$ cat src/rtl/ext_reset_pkg.sv
package ext_reset_pkg;
  localparam logic [7:0] KEY_POL_HIGH  = 8'hA5;
  localparam logic [7:0] KEY_POL_LOW   = 8'h5A;
  localparam logic [7:0] KEY_DRV_PUSH  = 8'hA8;
  localparam logic [7:0] KEY_DRV_OPEN  = 8'h8A;
  localparam int         POL_BIT       = 31;
  localparam int         DRV_BIT       = 30;
  localparam int         WIDTH_RESET   = 255;

  typedef enum logic [1:0] {
    KEY_NONE = 2'd0,
    KEY_POL  = 2'd1,
    KEY_DRV  = 2'd2
  } key_kind_e;
endpackage

$ cat src/rtl/us_prescaler.sv
module us_prescaler #(
  parameter int CLKS_PER_US = 50,
  localparam int CW = (CLKS_PER_US > 1) ? $clog2(CLKS_PER_US) : 1
) (
  input  logic clk,
  input  logic rst,
  input  logic restart,
  input  logic run,
  output logic tick
);
  logic [CW-1:0] cnt_q;
  localparam logic [CW-1:0] LAST = CW'(CLKS_PER_US - 1);

  always_ff @(posedge clk) begin
    if (rst || restart || !run) cnt_q <= '0;
    else if (cnt_q == LAST)     cnt_q <= '0;
    else                        cnt_q <= cnt_q + 1'b1;
  end

  assign tick = run && !restart && (cnt_q == LAST);
endmodule

$ cat src/rtl/ext_reset_cfg.sv
module ext_reset_cfg
  import ext_reset_pkg::*;
#(
  parameter int WIDTH_BITS = 20,
  parameter int ADDR_W     = 8,
  parameter logic [ADDR_W-1:0] CFG_ADDR = ADDR_W'(8'h18)
) (
  input  logic                  clk,
  input  logic                  rst,
  input  logic                  bus_we,
  input  logic                  bus_re,
  input  logic [ADDR_W-1:0]     bus_addr,
  input  logic [31:0]           bus_wdata,
  output logic [31:0]           bus_rdata,
  output logic                  cfg_pol,
  output logic                  cfg_pp,
  output logic [WIDTH_BITS-1:0] cfg_width
);
  logic       hit_wr;
  logic [7:0] top;
  key_kind_e  kind;
  logic       key_val;
  logic [31:0] rb;

  assign hit_wr = bus_we && (bus_addr == CFG_ADDR);
  assign top    = bus_wdata[31:24];

  always_comb begin
    kind    = KEY_NONE;
    key_val = 1'b0;
    case (top)
      KEY_POL_HIGH: begin kind = KEY_POL; key_val = 1'b1; end
      KEY_POL_LOW:  begin kind = KEY_POL; key_val = 1'b0; end
      KEY_DRV_PUSH: begin kind = KEY_DRV; key_val = 1'b1; end
      KEY_DRV_OPEN: begin kind = KEY_DRV; key_val = 1'b0; end
      default:      begin kind = KEY_NONE; key_val = 1'b0; end
    endcase
  end

  always_ff @(posedge clk) begin
    if (rst) begin
      cfg_pol   <= 1'b0;
      cfg_pp    <= 1'b0;
      cfg_width <= WIDTH_BITS'(WIDTH_RESET);
    end else if (hit_wr) begin
      cfg_width <= bus_wdata[WIDTH_BITS-1:0];
      if (kind == KEY_POL) cfg_pol <= key_val;
      if (kind == KEY_DRV) cfg_pp  <= key_val;
    end
  end

  always_comb begin
    rb                   = '0;
    rb[WIDTH_BITS-1:0]   = cfg_width;
    rb[POL_BIT]          = cfg_pol;
    rb[DRV_BIT]          = cfg_pp;
  end

  always_ff @(posedge clk) begin
    if (rst)         bus_rdata <= '0;
    else if (bus_re) bus_rdata <= (bus_addr == CFG_ADDR) ? rb : 32'd0;
  end
endmodule

$ cat src/rtl/pulse_timer.sv
module pulse_timer #(
  parameter int WIDTH_BITS = 20
) (
  input  logic                  clk,
  input  logic                  rst,
  input  logic                  trig,
  input  logic                  tick,
  input  logic [WIDTH_BITS-1:0] width,
  output logic                  active
);
  logic [WIDTH_BITS-1:0] remain_q;

  always_ff @(posedge clk) begin
    if (rst) begin
      active   <= 1'b0;
      remain_q <= '0;
    end else if (trig) begin
      active   <= 1'b1;
      remain_q <= width;
    end else if (active && tick) begin
      if (remain_q == '0) active <= 1'b0;
      else                remain_q <= remain_q - 1'b1;
    end
  end
endmodule

$ cat src/rtl/pin_driver.sv
module pin_driver (
  input  logic clk,
  input  logic rst,
  input  logic active,
  input  logic pol_high,
  input  logic push_pull,
  output logic pin,
  output logic oe
);
  always_ff @(posedge clk) begin
    if (rst) begin
      pin <= 1'b1;
      oe  <= 1'b0;
    end else begin
      pin <= active ? pol_high : ~pol_high;
      oe  <= push_pull | active;
    end
  end
endmodule

$ cat src/rtl/ext_reset_pulser.sv
module ext_reset_pulser #(
  parameter int WIDTH_BITS  = 20,
  parameter int CLKS_PER_US = 50,
  parameter int ADDR_W      = 8,
  parameter logic [ADDR_W-1:0] CFG_ADDR = ADDR_W'(8'h18)
) (
  input  logic              clk,
  input  logic              rst,
  input  logic              bus_we,
  input  logic              bus_re,
  input  logic [ADDR_W-1:0] bus_addr,
  input  logic [31:0]       bus_wdata,
  output logic [31:0]       bus_rdata,
  input  logic              wdt_expire,
  input  logic              ext_en,
  output logic              rst_pin,
  output logic              rst_oe
);
  logic                  cfg_pol;
  logic                  cfg_pp;
  logic [WIDTH_BITS-1:0] cfg_width;
  logic                  trig;
  logic                  tick;
  logic                  pulse_active;

  assign trig = wdt_expire && ext_en;

  ext_reset_cfg #(
    .WIDTH_BITS(WIDTH_BITS), .ADDR_W(ADDR_W), .CFG_ADDR(CFG_ADDR)
  ) u_cfg (
    .clk(clk), .rst(rst), .bus_we(bus_we), .bus_re(bus_re),
    .bus_addr(bus_addr), .bus_wdata(bus_wdata), .bus_rdata(bus_rdata),
    .cfg_pol(cfg_pol), .cfg_pp(cfg_pp), .cfg_width(cfg_width)
  );

  us_prescaler #(.CLKS_PER_US(CLKS_PER_US)) u_pre (
    .clk(clk), .rst(rst), .restart(trig), .run(pulse_active), .tick(tick)
  );

  pulse_timer #(.WIDTH_BITS(WIDTH_BITS)) u_timer (
    .clk(clk), .rst(rst), .trig(trig), .tick(tick),
    .width(cfg_width), .active(pulse_active)
  );

  pin_driver u_drv (
    .clk(clk), .rst(rst), .active(pulse_active), .pol_high(cfg_pol),
    .push_pull(cfg_pp), .pin(rst_pin), .oe(rst_oe)
  );
endmodule

$ cat config.mk
export PLATFORM = sky130hd
export DESIGN_NAME = ext_reset_pulser
export DESIGN_NICKNAME = d
export VERILOG_FILES = /design/src/rtl/ext_reset_pkg.sv /design/src/rtl/us_prescaler.sv /design/src/rtl/ext_reset_cfg.sv /design/src/rtl/pulse_timer.sv /design/src/rtl/pin_driver.sv /design/src/rtl/ext_reset_pulser.sv
export SDC_FILE = /design/constraint.sdc
export NUM_CORES = 1
export LEC_CHECK = 0
export ABC_AREA = 0
export ABC_CLOCK_PERIOD_IN_PS = 1900
export BUFFER_PORTS_ARGS = -buffer_cell sky130_fd_sc_hd__buf_4
export CAP_MARGIN = 10
export CORE_MARGIN = 8
export CORE_UTILIZATION = 48
export DETAILED_ROUTE_END_ITERATION = 6
export PLACE_DENSITY = 0.84
export SETUP_SLACK_MARGIN = 0.02
export SLEW_MARGIN = 20
export SYNTH_ARGS = -nofsm -noshare
export SYNTH_HDL_FRONTEND = slang
export SYNTH_SLANG_ARGS = --single-unit
$ cat constraint.sdc
create_clock -name clk -period 1.9 [get_ports clk]
set_input_delay 0 -clock clk [delete_from_list [all_inputs] [get_ports clk]]
set_output_delay 0 -clock clk [all_outputs]
set_load 0.05 [all_outputs]
==> metrics.txt, run 1 <==
Setup crit end u_timer.remain_q[12]; R2R setup slack -0.27 ns; cells after synthesis 382; num rows 30; first-pass GRT wire length 17.7 mm; Final min period 2.17 ns; number of synthesized flops with an enable pin 0; status complete, but fails checks; Hold Crit Class input port to flip-flop; die area 9770 um^2; largest area contributor in the netlist dfxtp_1; Fill cells 380; DRT Pass-1 Iters 5; asr flop ratio synth 0%; Core Area 6720 um^2; CP arrival 2.41 ns; Pleak 2.01 nW; NumNets Final 569; RSZ-0062 raised after global routing true; Area Overhead vs Synth 49.9%; CP Data Required Time 2.14 ns; GRT Total Usage 22.3%; Rel. slew slack 54.1%; DRC 0; DIE WIDTH 98.8 um; final core utilization 73.5%; Syn Area/Cell 8.62 um^2; synth top area cells dfxtp_1 44%, nor2_1 6.2%, nand2_1 5.4%; CTS tree built; r2r endpoint u_timer.remain_q[12]; Slew Viols, Final 0; Crit path depth 7; Die H 98.8 um; Worst path max stage delay 0.37 ns; final period utilization 114%; failing checks setup timing; sequential share of the synthesized area 44.4%; Multi-input gate area 1870 um^2; Final Hold Vio Count 0; CP Capture Type flip-flop; Worst Path Buf+Inv 1; Critical Path Fanout Max 4; number of global-route vias before repair 3659; CTS Buf Count 9; VDD IR max 0.000437 V; prevailing post-synth register cell dfxtp_1; clock root buffer clkbuf_8; layout cell share with drive strength beyond 1 36.5%; startpoint types flip-flop; Max-Cap Viols 0; Yosys reg bits 73; Sequential Area 1480 um^2; Cell Area, Synth 3290 um^2; initial antenna violation count 0; initial DRC count 517; design area 4940 um^2; starting density of the core 49.0%; crit-path cells inv_2 -> ha_2 -> nor3b_4 -> and4_4 -> a2111o_1 -> or3_1 -> a311oi_1; total congestion overflow 0; pre-CTS setup slack -0.145 ns; worst skew pair latency 0.37 ns; DP Area 4060 um^2; PnR worst setup slack -0.267 ns; routed len/inst 21.3 um; Final Power 3.75 mW; antenna cells 0; Synth cell types 47; placed insts 543; Final Skew 0.0117 ns; post-synth top area share 44.4%; CP startpoint u_timer.remain_q[0]; Post-Layout Cell Count 604; Pwr Density 759 nW/um^2; pin count of the biggest net entering global routing 47; CP delay by family, top compound AO/OA/AOI/OAI gates; # setup viols final 13; crit path max-delay cell type a2111o_1; drt via density 6.22; R2R Path Start u_timer.remain_q[0]; detailed-route via count 3756; Port Buffers 65; Worst-Margin Slew 0.688 ns; clock sink count 73; path depth of the worst reg2reg path 7; final wirelength 12.9 mm; synthesis warning total 0; clock tree buffer depth 2; DP Wirelength 6.47 mm; IO Count 80; CTS H-tree depth 3; post-route ant nets 0; max frequency 0.461 GHz; WS Path Type flip-flop to flip-flop; RD Place Congestion 0.894; clock transition at the registers of the reported paths 0.08 ns
worst min-delay path: cells and delay by family:
kind | cells | cell delay (ns)
buf+inv | 1 | 0.09
compound gates | 2 | 0.20
simple gates | 2 | 0.12
flip-flops by register name, indices dropped and copies added, names as in the netlist:
name / flops
u_cfg.cfg_width: 20
u_cfg.cfg_pol: 1
u_cfg.cfg_pp: 1
u_timer.active: 1
u_drv.pin: 1
u_timer.remain_q: 20
u_cfg.bus_rdata: 22
u_drv.oe: 1
u_pre.cnt_q: 6
per-stage QoR:
stage	setup TNS, ns	hold slack [ns]
final	-1.29	0.0784
after global routing	-2.69	0.108
after CTS	-0.195	0.0696
after detailed placement	-0.383	0.221
after global placement	-0.0550	0.210
after floorplan	0	0.124
area by class of cell:
cell class,instances,share of cell area [%]
clock buffers,10,2.58
flip-flops and latches,73,30.0
multi-input cells,283,38.0
inverters,5,0.380
repair buffers,147,24.7
clock inverters,6,2.33
well taps,80,2.03
where the power goes:
group | switching, mW | internal, mW
Sequential | 0.0394 | 1.56
Combinational | 0.335 | 0.309
Clock | 0.623 | 0.879
Total | 0.997 | 2.75
worst min-delay path by stage:
stage                              from             endpoint  slack [ns]  depth (start not counted)
after detailed placement   bus_wdata[3]   u_cfg.cfg_width[3]        0.22                          3
after CTS                           rst   u_cfg.bus_rdata[1]        0.07                          2
after global placement     bus_wdata[3]   u_cfg.cfg_width[3]        0.21                          3
after global routing                rst  u_cfg.bus_rdata[19]        0.11                          2
final                     bus_wdata[28]         u_cfg.cfg_pp        0.08                          5
after floorplan            bus_wdata[0]   u_cfg.cfg_width[0]        0.12                          2
cell usage in the layout, fill, tap and decap left out, types with 6 or more instances in the layout:
cell type      synthesis  layout
a21oi_1               16      15
a22oi_1               22      22
buf_4                 10     110
buf_6                  0      10
clkbuf_8               0       9
conb_1                 1      10
dfxtp_1               73      59
dfxtp_2                0      12
dlygate4sd3_1          0      26
nand2_1               47      46
nand3_1               15      14
nand3b_1               9       9
nand4_1                7       7
nor2_1                54      54
o31ai_1                6       6
or4_4                  0       6
xor2_1                11      11
repair_timing:
item | in CTS | in global routing
cloned | 0 | 1
hold buffers | 26 | 0
setup buffers | 5 | 13
endpoints found under the hold margin | 22 | 0
pin swaps | 7 | 19
setup endpoints to repair | 7 | 16
resized for setup | 24 | 38
metal layers:
metal	up-vias	part of all wire, %	global-route usage [%]	wire length (um)
met3	72	11	5.92	1380
met4	0	4.8	10.0	617
li1	1622	-	-	-
met5	-	0	0	0
met1	1781	36	24.6	4650
met2	281	48	39.1	6210
cells in the mapped netlist, types with 5 or more instances:
| library cell | number |
|---|---|
| nand3b_1 | 9 |
| nand3_1 | 15 |
| buf_4 | 10 |
| a21oi_1 | 16 |
| or4_1 | 6 |
| nand2_1 | 47 |
| inv_1 | 5 |
| dfxtp_1 | 73 |
| a311oi_1 | 5 |
| o21ai_0 | 5 |
| a22oi_1 | 22 |
| xor2_1 | 11 |
| nand4_1 | 7 |
| xnor2_1 | 5 |
| nor2_1 | 54 |
| a211oi_1 | 9 |
| o31ai_1 | 6 |
| nor3b_1 | 5 |
| clkbuf_1 | 18 |
logic make-up (layout without fill, tap and decap cells):
logic type | after synthesis | in the layout | synth area share [%]
AND/OR/NAND/NOR | 179 | 179 | 28.9
adder cells (fa/ha/maj) | 4 | 4 | 1.52
flip-flops | 73 | 73 | 44.4
XOR/XNOR | 16 | 16 | 4.25
other | 1 | 10 | 0.114
AO/OA/AOI/OAI | 72 | 73 | 15.3
multiplexers | 1 | 1 | 0.304
buffers and inverters | 36 | 168 | 5.24
Power figures use the tool's default switching activity.
==> run 2, diff against run 1 <==
Settings changed: CELL_PAD_IN_SITES_DETAIL_PLACEMENT set to 0, CELL_PAD_IN_SITES_GLOBAL_PLACEMENT set to 1, CORE_UTILIZATION 48 to 35, PLACE_DENSITY 0.84 to 0.83.
==> metrics.txt, run 2 (synthesis results as in run 1) <==
crit-path cells buf_6 -> nor4_4 -> buf_4 -> nand3_2 -> or4_4 -> or3_4 -> a311oi_2 (was inv_2 -> ha_2 -> nor3b_4 -> and4_4 -> a2111o_1 -> or3_1 -> a311oi_1); startpoint types flip-flop (unchanged); CP arrival 2.27 ns (was 2.41 ns); Hold Path Depth 5 (unchanged); status complete, but fails checks (unchanged); pin count of the biggest net entering global routing 70 (was 47); top flop regs u_cfg.bus_rdata (22), u_cfg.cfg_width (20), u_timer.remain_q (20) (unchanged); path depth of the worst reg2reg path 7 (unchanged); Final Power 3.35 mW (was 3.75 mW); placed insts 577 (was 543); worst skew pair latency 0.35 ns (was 0.37 ns); max frequency 0.498 GHz (was 0.461 GHz); layout cell share with drive strength beyond 1 32.2% (was 36.5%); DRT Pass-1 Iters 4 (was 5); Max-Cap Viols 0 (unchanged); final wirelength 9.52 mm (was 12.9 mm); hold_sp bus_wdata[24] (was bus_wdata[28]); clock root buffer clkbuf_8 (unchanged); pre-CTS setup slack -0.0905 ns (was -0.145 ns); Pleak 1.90 nW (was 2.01 nW); final period utilization 106% (was 114%); die area 12800 um^2 (was 9770 um^2); first-pass GRT wire length 15.8 mm (was 17.7 mm); Rel. slew slack 50.6% (was 54.1%); DP Wirelength 6.46 mm (was 6.47 mm); initial DRC count 217 (was 517); Reg with most FFs u_cfg.bus_rdata (unchanged); total negative slack -0.180 ns (was -1.29 ns); # setup viols final 3 (was 13); WHS 0.0962 ns (was 0.0784 ns); starting density of the core 35.8% (was 49.0%); R2R setup slack -0.11 ns (was -0.27 ns); worst hold endpoint u_cfg.cfg_pp (unchanged); DRC 0 (unchanged); crit path max-delay cell type or4_4 (was a2111o_1); R2R Path Start u_timer.remain_q[3] (was u_timer.remain_q[0]); RD Place Congestion 0.802 (was 0.894); total congestion overflow 0 (unchanged); design area 4730 um^2 (was 4940 um^2); failing checks setup timing (unchanged); CP delay by family, top simple AND/OR/NAND/NOR gates (was compound AO/OA/AOI/OAI gates); Critical Path Fanout Max 5 (was 4); CP Data Required Time 2.16 ns (was 2.14 ns); Post-Layout Cell Count 623 (was 604); Final min period 2.01 ns (was 2.17 ns); max layer used met4 (unchanged); antenna cells 0 (unchanged); most frequent cells in the layout 109 x buf_4, 64 x dfxtp_1, 54 x nor2_1 (was 110 x buf_4, 59 x dfxtp_1, 54 x nor2_1); RSZ-0062 raised after global routing true (unchanged); metal2 WL 4.38 mm (was 6.21 mm); num rows 35 (was 30); PnR worst setup slack -0.108 ns (was -0.267 ns); WS Path Type flip-flop to flip-flop (unchanged); drt via density 5.11 (was 6.22); Final Hold Vio Count 0 (unchanged); Hold Crit Class input port to flip-flop (unchanged); CTS Buf Count 9 (unchanged); post-route ant nets 0 (unchanged); detailed-route via count 3185 (was 3756); IO Count 80 (unchanged); NumNets Final 558 (was 569); GRT Total Usage 15.0% (was 22.3%); Worst Path Buf+Inv 2 (was 1); CP Capture Type flip-flop (unchanged); Worst-Margin Slew 0.740 ns (was 0.688 ns); routed len/inst 15.3 um (was 21.3 um); met1 WL 4.38 mm (was 4.65 mm); clock transition at the registers of the reported paths 0.08 ns (about the same); Slew Viols, Final 0 (unchanged); CTS H-tree depth 3 (unchanged); Worst path max stage delay 0.42 ns (was 0.37 ns); Final Skew 0.0113 ns (was 0.0117 ns); DIE WIDTH 113 um (was 98.8 um); met3 wire length 586 um (was 1.38 mm); DP Area 4120 um^2 (was 4060 um^2); VDD IR max 0.000320 V (was 0.000437 V); most common cell after layout, fill and taps aside buf_4 (unchanged); Core Area 9200 um^2 (was 6720 um^2); CTS tree built (unchanged); r2r endpoint u_timer.remain_q[17] (was u_timer.remain_q[12]); final core utilization 51.4% (was 73.5%); number of global-route vias before repair 3158 (was 3659); Die H 113 um (was 98.8 um); clock tree buffer depth 2 (unchanged); Area Overhead vs Synth 43.5% (was 49.9%); Pwr Density 709 nW/um^2 (was 759 nW/um^2); Port Buffers 65 (unchanged); Largest register FFs 22 (unchanged); clock sink count 73 (unchanged); initial antenna violation count 0 (unchanged)
## run 2: changes by cell type in the layout (fill, tap and decap cells not counted), sizes merged
cell         delta
buf             -8
clkinvlp        +3
bufinv          -2
dlygate4sd3     -2
clkbuf          -1
clkinv          -1
o21ai           -1
## run 2: cell type report
class / instances / area, um^2
fillers: 847 / 4470
multi-input cells: 282 / 1790
flip-flops and latches: 73 / 1480
repair buffers: 137 / 1110
well taps: 111 / 139
clock buffers: 9 / 124
clock inverters: 6 / 68.8
inverters: 5 / 18.8
## run 2: per-layer routing
metal,global-route usage (%),up-vias
li1,-,1600
met1,18.4,1482
met2,24.2,88
met3,4.10,15
met4,6.13,0
met5,0,-
## run 2: what timing repair did
| item | CTS | global route |
|---|---|---|
| endpoints found under the hold margin | 22 | 0 |
| resized for setup | 11 | 22 |
| buffers inserted | 2 | 5 |
| gates cloned | 0 | 0 |
| hold buffers | 24 | 0 |
| pin swaps | 4 | 10 |
| endpoints found under the setup margin | 7 | 17 |
## run 2: how the worst max path moves through the flow
| stage | from | to | slack, ns | cells past startpoint |
|---|---|---|---|---|
| 2_1_floorplan | u_timer.remain_q[0] | u_timer.remain_q[12] | 0.002 | 7 |
| 3_3_place_gp | u_timer.remain_q[1] | u_timer.remain_q[12] | -0.03 | 7 |
| 3_5_place_dp | u_timer.remain_q[10] | u_timer.remain_q[17] | -0.09 | 6 |
| 4_1_cts | u_timer.remain_q[7] | u_timer.remain_q[17] | -0.07 | 6 |
| 5_1_grt | u_timer.remain_q[3] | u_timer.remain_q[17] | -0.16 | 7 |
| 6_report | u_timer.remain_q[3] | u_timer.remain_q[17] | -0.11 | 7 |
## run 2: worst reg2reg max path, delay by kind of cell, from the launching register on
family	cells	cell delay, ns
and+or+nand+nor	4	1.12
DFF	1	0.33
buffers and inverters	2	0.29
AOI/OAI and AO/OA	1	0.20
## run 2: report_power, final
group	switching [mW]	total, mW	internal [mW]
Clock	0.615	1.22	0.603
Sequential	0.0302	1.59	1.56
Combinational	0.273	0.546	0.273
Total	0.918	3.35	2.44
